### src/rtl/sdq_pkg.sv
package sdq_pkg;
  localparam int unsigned LANE_W = 8;

  typedef enum logic [1:0] {
    RP_IDLE  = 2'd0,
    RP_WAIT  = 2'd1,
    RP_BURST = 2'd2
  } rd_phase_e;
endpackage

### src/rtl/sdq_wr_stage.sv
module sdq_wr_stage #(
  parameter int unsigned DATA_W = 16,
  parameter int unsigned NB     = 2
) (
  input  logic              clk,
  input  logic              rst,
  input  logic              wr_beat_i,
  input  logic [DATA_W-1:0] wr_data_i,
  input  logic [NB-1:0]     wr_mask_i,
  input  logic [NB-1:0]     rd_mask_i,
  input  logic              hold_off_i,
  output logic [DATA_W-1:0] dq_out_o,
  output logic              dq_oe_o,
  output logic [NB-1:0]     dqm_o
);
  logic wr_go;

  assign wr_go = wr_beat_i & ~hold_off_i;

  always_ff @(posedge clk) begin
    if (rst) begin
      dq_out_o <= '0;
      dq_oe_o  <= 1'b0;
      dqm_o    <= '1;
    end else begin
      dq_oe_o <= wr_go;
      dqm_o   <= wr_go ? wr_mask_i : rd_mask_i;
      if (wr_go) begin
        dq_out_o <= wr_data_i;
      end
    end
  end
endmodule

### src/rtl/sdq_rd_sched.sv
module sdq_rd_sched
  import sdq_pkg::*;
#(
  parameter int unsigned CAS_LAT   = 2,
  parameter int unsigned BURST_LEN = 4,
  parameter int unsigned BW        = 2
) (
  input  logic          clk,
  input  logic          rst,
  input  logic          rd_start_i,
  output logic          cap_o,
  output logic [BW-1:0] cap_idx_o,
  output logic          cap_last_o,
  output logic          busy_o
);
  localparam int unsigned CW = $clog2(CAS_LAT + 1);
  localparam logic [CW-1:0] LAT_END  = CW'(CAS_LAT);
  localparam logic [BW-1:0] BEAT_END = BW'(BURST_LEN - 1);

  rd_phase_e     phase;
  logic [CW-1:0] lat_cnt;
  logic [BW-1:0] idx;

  always_comb begin
    cap_o      = (phase == RP_BURST) || ((phase == RP_WAIT) && (lat_cnt == LAT_END));
    cap_idx_o  = (phase == RP_BURST) ? idx : '0;
    cap_last_o = cap_o && (cap_idx_o == BEAT_END);
    busy_o     = rd_start_i || (phase != RP_IDLE);
  end

  always_ff @(posedge clk) begin
    if (rst) begin
      phase   <= RP_IDLE;
      lat_cnt <= '0;
      idx     <= '0;
    end else if (rd_start_i) begin
      phase   <= RP_WAIT;
      lat_cnt <= CW'(1);
      idx     <= '0;
    end else begin
      case (phase)
        RP_WAIT: begin
          if (lat_cnt == LAT_END) begin
            phase <= (BURST_LEN > 1) ? RP_BURST : RP_IDLE;
            idx   <= BW'(1);
          end else begin
            lat_cnt <= lat_cnt + CW'(1);
          end
        end
        RP_BURST: begin
          if (idx == BEAT_END) begin
            phase <= RP_IDLE;
          end else begin
            idx <= idx + BW'(1);
          end
        end
        default: phase <= RP_IDLE;
      endcase
    end
  end
endmodule

### src/rtl/sdq_rd_mask_pipe.sv
module sdq_rd_mask_pipe #(
  parameter int unsigned NB = 2
) (
  input  logic          clk,
  input  logic          rst,
  input  logic [NB-1:0] pin_mask_i,
  output logic [NB-1:0] lane_off_o
);
  for (genvar g = 0; g < NB; g++) begin : g_lane
    logic seen_q;
    logic due_q;

    always_ff @(posedge clk) begin
      if (rst) begin
        seen_q <= 1'b1;
        due_q  <= 1'b1;
      end else begin
        seen_q <= pin_mask_i[g];
        due_q  <= seen_q;
      end
    end

    assign lane_off_o[g] = due_q;
  end
endmodule

### src/rtl/sdq_rd_capture.sv
module sdq_rd_capture
  import sdq_pkg::*;
#(
  parameter int unsigned DATA_W = 16,
  parameter int unsigned NB     = 2,
  parameter int unsigned BW     = 2
) (
  input  logic              clk,
  input  logic              rst,
  input  logic              cap_i,
  input  logic [BW-1:0]     cap_idx_i,
  input  logic              cap_last_i,
  input  logic [NB-1:0]     lane_off_i,
  input  logic [DATA_W-1:0] dq_i,
  output logic              rd_valid_o,
  output logic [DATA_W-1:0] rd_data_o,
  output logic [NB-1:0]     rd_bvalid_o,
  output logic [BW-1:0]     rd_beat_o,
  output logic              rd_last_o
);
  always_ff @(posedge clk) begin
    if (rst) begin
      rd_valid_o <= 1'b0;
      rd_beat_o  <= '0;
      rd_last_o  <= 1'b0;
    end else begin
      rd_valid_o <= cap_i;
      rd_last_o  <= cap_last_i;
      if (cap_i) begin
        rd_beat_o <= cap_idx_i;
      end
    end
  end

  for (genvar g = 0; g < NB; g++) begin : g_lane
    logic              ok_q;
    logic [LANE_W-1:0] byte_q;

    always_ff @(posedge clk) begin
      if (rst) begin
        ok_q   <= 1'b0;
        byte_q <= '0;
      end else if (cap_i) begin
        ok_q   <= ~lane_off_i[g];
        byte_q <= lane_off_i[g] ? '0 : dq_i[g*LANE_W +: LANE_W];
      end else begin
        ok_q <= 1'b0;
      end
    end

    assign rd_bvalid_o[g]                 = ok_q;
    assign rd_data_o[g*LANE_W +: LANE_W] = byte_q;
  end
endmodule

### src/rtl/sdq_datapath.sv
module sdq_datapath
  import sdq_pkg::*;
#(
  parameter int unsigned DATA_W    = 16,
  parameter int unsigned CAS_LAT   = 2,
  parameter int unsigned BURST_LEN = 4,
  localparam int unsigned NB       = DATA_W / LANE_W,
  localparam int unsigned BW       = (BURST_LEN > 1) ? $clog2(BURST_LEN) : 1
) (
  input  logic              clk,
  input  logic              rst,
  input  logic              wr_beat_i,
  input  logic [DATA_W-1:0] wr_data_i,
  input  logic [NB-1:0]     wr_mask_i,
  input  logic              rd_start_i,
  input  logic [NB-1:0]     rd_mask_i,
  input  logic [DATA_W-1:0] dq_i,
  output logic [DATA_W-1:0] dq_out_o,
  output logic              dq_oe_o,
  output logic [NB-1:0]     dqm_o,
  output logic              rd_valid_o,
  output logic [DATA_W-1:0] rd_data_o,
  output logic [NB-1:0]     rd_bvalid_o,
  output logic [BW-1:0]     rd_beat_o,
  output logic              rd_last_o
);
  logic          busy;
  logic          cap;
  logic [BW-1:0] cap_idx;
  logic          cap_last;
  logic [NB-1:0] lane_off;

  sdq_wr_stage #(.DATA_W(DATA_W), .NB(NB)) u_wr (
    .clk        (clk),
    .rst        (rst),
    .wr_beat_i  (wr_beat_i),
    .wr_data_i  (wr_data_i),
    .wr_mask_i  (wr_mask_i),
    .rd_mask_i  (rd_mask_i),
    .hold_off_i (busy),
    .dq_out_o   (dq_out_o),
    .dq_oe_o    (dq_oe_o),
    .dqm_o      (dqm_o)
  );

  sdq_rd_sched #(.CAS_LAT(CAS_LAT), .BURST_LEN(BURST_LEN), .BW(BW)) u_sched (
    .clk        (clk),
    .rst        (rst),
    .rd_start_i (rd_start_i),
    .cap_o      (cap),
    .cap_idx_o  (cap_idx),
    .cap_last_o (cap_last),
    .busy_o     (busy)
  );

  sdq_rd_mask_pipe #(.NB(NB)) u_mpipe (
    .clk        (clk),
    .rst        (rst),
    .pin_mask_i (dqm_o),
    .lane_off_o (lane_off)
  );

  sdq_rd_capture #(.DATA_W(DATA_W), .NB(NB), .BW(BW)) u_cap (
    .clk         (clk),
    .rst         (rst),
    .cap_i       (cap),
    .cap_idx_i   (cap_idx),
    .cap_last_i  (cap_last),
    .lane_off_i  (lane_off),
    .dq_i        (dq_i),
    .rd_valid_o  (rd_valid_o),
    .rd_data_o   (rd_data_o),
    .rd_bvalid_o (rd_bvalid_o),
    .rd_beat_o   (rd_beat_o),
    .rd_last_o   (rd_last_o)
  );
endmodule

### config.mk
export PLATFORM = sky130hd
export DESIGN_NAME = sdq_datapath
export DESIGN_NICKNAME = d
export VERILOG_FILES = /design/src/rtl/sdq_pkg.sv /design/src/rtl/sdq_wr_stage.sv /design/src/rtl/sdq_rd_sched.sv /design/src/rtl/sdq_rd_mask_pipe.sv /design/src/rtl/sdq_rd_capture.sv /design/src/rtl/sdq_datapath.sv
export SDC_FILE = /design/constraint.sdc
export NUM_CORES = 1
export LEC_CHECK = 0
export CORE_UTILIZATION = 58
export DETAILED_ROUTE_END_ITERATION = 7
export DONT_BUFFER_PORTS = 1
export PLACE_DENSITY = 0.71
export SYNTH_ARGS = -nofsm -noshare
export SYNTH_HDL_FRONTEND = slang
export SYNTH_SLANG_ARGS = --single-unit
### constraint.sdc
create_clock -name clk -period 1.9 [get_ports clk]
set_clock_uncertainty 0.2 [all_clocks]
set_input_delay 0.285 -clock clk [delete_from_list [all_inputs] [get_ports clk]]
set_output_delay 0.285 -clock clk [all_outputs]
set_load 0.02 [all_outputs]
==> flow_metrics.tcl <==
set metrics [dict create \
    post-cts-setup-buffer-count 0 \
    fillers 245 \
    numPortBuffers 0 \
    p_per_area_nw_per_um2 822 \
    drc 0 \
    start_util_pct 60.7 \
    cts_resized 0 \
    avgSynthCellArea_sq_um 8.65 \
    async_flop_share_pct 0 \
    clock_latency_ps 370 \
    ir_drop_uv 636 \
    num_io_pins 81 \
    seq_area_frac_synth_pct 50.4 \
    numCtsBuffers 5 \
    multiInputGateArea_sq_um 865 \
    grt_pass1_wl_um 6680 \
    htree_levels 2 \
    critPathRequiredTime_ps 2000 \
    mostFrequentLayoutCells "51 x dfxtp_1, 39 x nand2_1, 37 x dlygate4sd3_1" \
    rrSetupSlack_ps 160 \
    cts_root_buf "clkbuf_4" \
    cts_hold_buf 37 \
    final_common_cell "dfxtp_1" \
    rsz0062_at_grt "no" \
    wire_per_inst_um 14.6 \
    synth-warning-count 0 \
    cp_max_fo 15 \
    final_hold_viol_count 0 \
    die_area_sq_um 3730 \
    num_vias 1741 \
    drive_gt1_share_pct 7.55 \
    ant_nets 0 \
    synth_area_leaders "dfxtp_1 50%, a21oi_1 7.7%, nand2_1 7.2%, nor2b_1 4.9%, o21ai_0 4.9%" \
    drt-pass1-iter-count 6 \
    crit_slowest_cell "and3b_1" \
    wl_um 4540 \
    yosysTopAreaCellShare_pct 50.4 \
    row_count 21 \
    clockBufferDepth 2 \
    tightest_slew_ps 456 \
    dp_hpwl_um 2510 \
    finish.utilization_pct 74.3 \
    finalCriticalPeriod_ps 1740 \
    fmax_mhz 575 \
    max_cap_viol_count 0 \
    drv_slew 0 \
    status "complete, no violations" \
    synth-seq-cells 51 \
    via_per_inst 5.60 \
    cts.sinks 51 \
    grtUsageTotal_pct 24.5 \
    setup.worst_path.class "flop to flop" \
    post_dp_cell_area_sq_um 1990 \
    grt_overflow 0 \
    synth.distinct_cells 32 \
    cp_data_arrival_time_ps 1830 \
    final_nets 306 \
    path_cells "inv_1, ha_1, and3b_1, nor2_1, o21ai_0" \
    routabilityCongestion 0.711 \
    diodes 0 \
    postLayoutCellArea_sq_um 2480 \
    crit_path_end_kind "flop" \
    post-route-period-util_pct 91.5 \
    maxSlewHeadroom_pct 69.6 \
    grt_pass1_vias 1559 \
    final.setup.tns_ps 0 \
    die_x_um 61.1 \
    startpoint_type "flop" \
    syn_nets 276 \
    synthCells 234 \
    yosys.area.top_type "dfxtp_1" \
    slowest_delay_ps 470 \
    grt_start_max_net_pins 53 \
    synthFlopType "dfxtp_1" \
    total_leakage_power_uw 0.000871 \
    layout.area.seq_sq_um 1020 \
    syn2layout_area_growth_pct 22.5 \
    synth_edf_count 0 \
    antenna_found_initial 0 \
    die_y_um 61.1 \
    dr.first_iter.drc_count 116 \
    coreArea_sq_um 3340 \
    cts_tree "yes" \
    final-setup-viol-count 0 \
    syn_area_sq_um 2020 \
    hold_class "input port to flop" \
    clk_pin_slew_ps 140 \
]
-- report_power, final --
| group | internal [uW] | total (uW) | switching [uW] |
|---|---|---|---|
| sequential | 1100 | 1140 | 46.5 |
| combinational | 91.6 | 159 | 67.4 |
| clock | 411 | 737 | 326 |
-- synthesized netlist by cell type (2+ instances only) --
master	instances
o21ai_0	20
nand4b_1	2
nor3_1	5
buf_2	3
nand3_1	14
dfxtp_1	51
nor2b_1	16
or2_2	4
inv_1	4
nor2_1	10
clkbuf_1	8
buf_4	4
nand3b_1	3
a21oi_1	31
ha_1	2
buf_6	3
nand2_1	39
-- critical path, delay by kind of cell (launching register included) --
family | cells | cell delay [ps]
AOI/OAI and AO/OA | 1 | 230
adders and majority gates | 1 | 210
buffers and inverters | 1 | 60
DFF | 1 | 350
and+or+nand+nor | 2 | 630
-- path summary, 6_finish.rpt --
check                                 from                   endpoint  cells past startpoint
setup / recovery        u_sched.lat_cnt[0]  u_cap.g_lane[1].byte_q[5]                      5
hold / removal                     dq_i[5]  u_cap.g_lane[0].byte_q[5]                      3
setup reg to reg        u_sched.lat_cnt[0]  u_cap.g_lane[1].byte_q[5]                      5
hold reg to reg   u_mpipe.g_lane[1].seen_q    u_mpipe.g_lane[1].due_q                      1
-- layer usage --
metal	vias up	global-route usage, %	part of all wire, %
li1	848	-	-
met1	801	26.2	41
met2	82	44.1	49
met3	10	8.40	8.4
met4	0	10.1	1.8
met5	-	0	0
-- area by class of cell --
class | instances | share of cell area (%)
well taps | 46 | 2.32
clock inverters | 2 | 2.42
clock buffers | 6 | 1.66
inverters | 4 | 0.605
multi-input cells | 160 | 34.9
repair buffers | 42 | 17.0
flip-flops and latches | 51 | 41.2
-- cells by family after synthesis --
group / count (synthesis) / synth area share (%)
xor gates and xnor gates: 1 / 0.433
AOI/OAI and AO/OA: 55 / 14.2
adders and majority gates: 2 / 1.24
DFF: 51 / 50.4
buffers and inverters: 23 / 6.86
and+or+nand+nor: 102 / 26.9
-- sequential cells by signal, summed over array words and instances, names as in the netlist --
signal and flops:
u_cap.rd_last_o 1, u_sched.phase 2, u_mpipe.g_lane.due_q 2, u_cap.rd_valid_o 1, u_cap.g_lane.byte_q 16, u_wr.dqm_o 2, u_cap.rd_beat_o 2, u_sched.idx 2
u_wr.dq_out_o 16, u_cap.g_lane.ok_q 2, u_sched.lat_cnt 2, u_mpipe.g_lane.seen_q 2, u_wr.dq_oe_o 1
-- metrics by stage --
| step | std cells | setup slack (ps) | total power [uW] | hold WS (ps) |
|---|---|---|---|---|
| after floorplan | 234 | 292 | 1250 | 189 |
| after global placement | 265 | 296 | 1240 | 157 |
| after detailed placement | 265 | 205 | 1240 | 160 |
| after CTS | 310 | 178 | 2050 | 3.96 |
| after global routing | 311 | 20.8 | 2120 | 13.1 |
| final | 311 | 162 | 2040 | 31.7 |
Note: power is estimated with default switching activity, not from simulation.
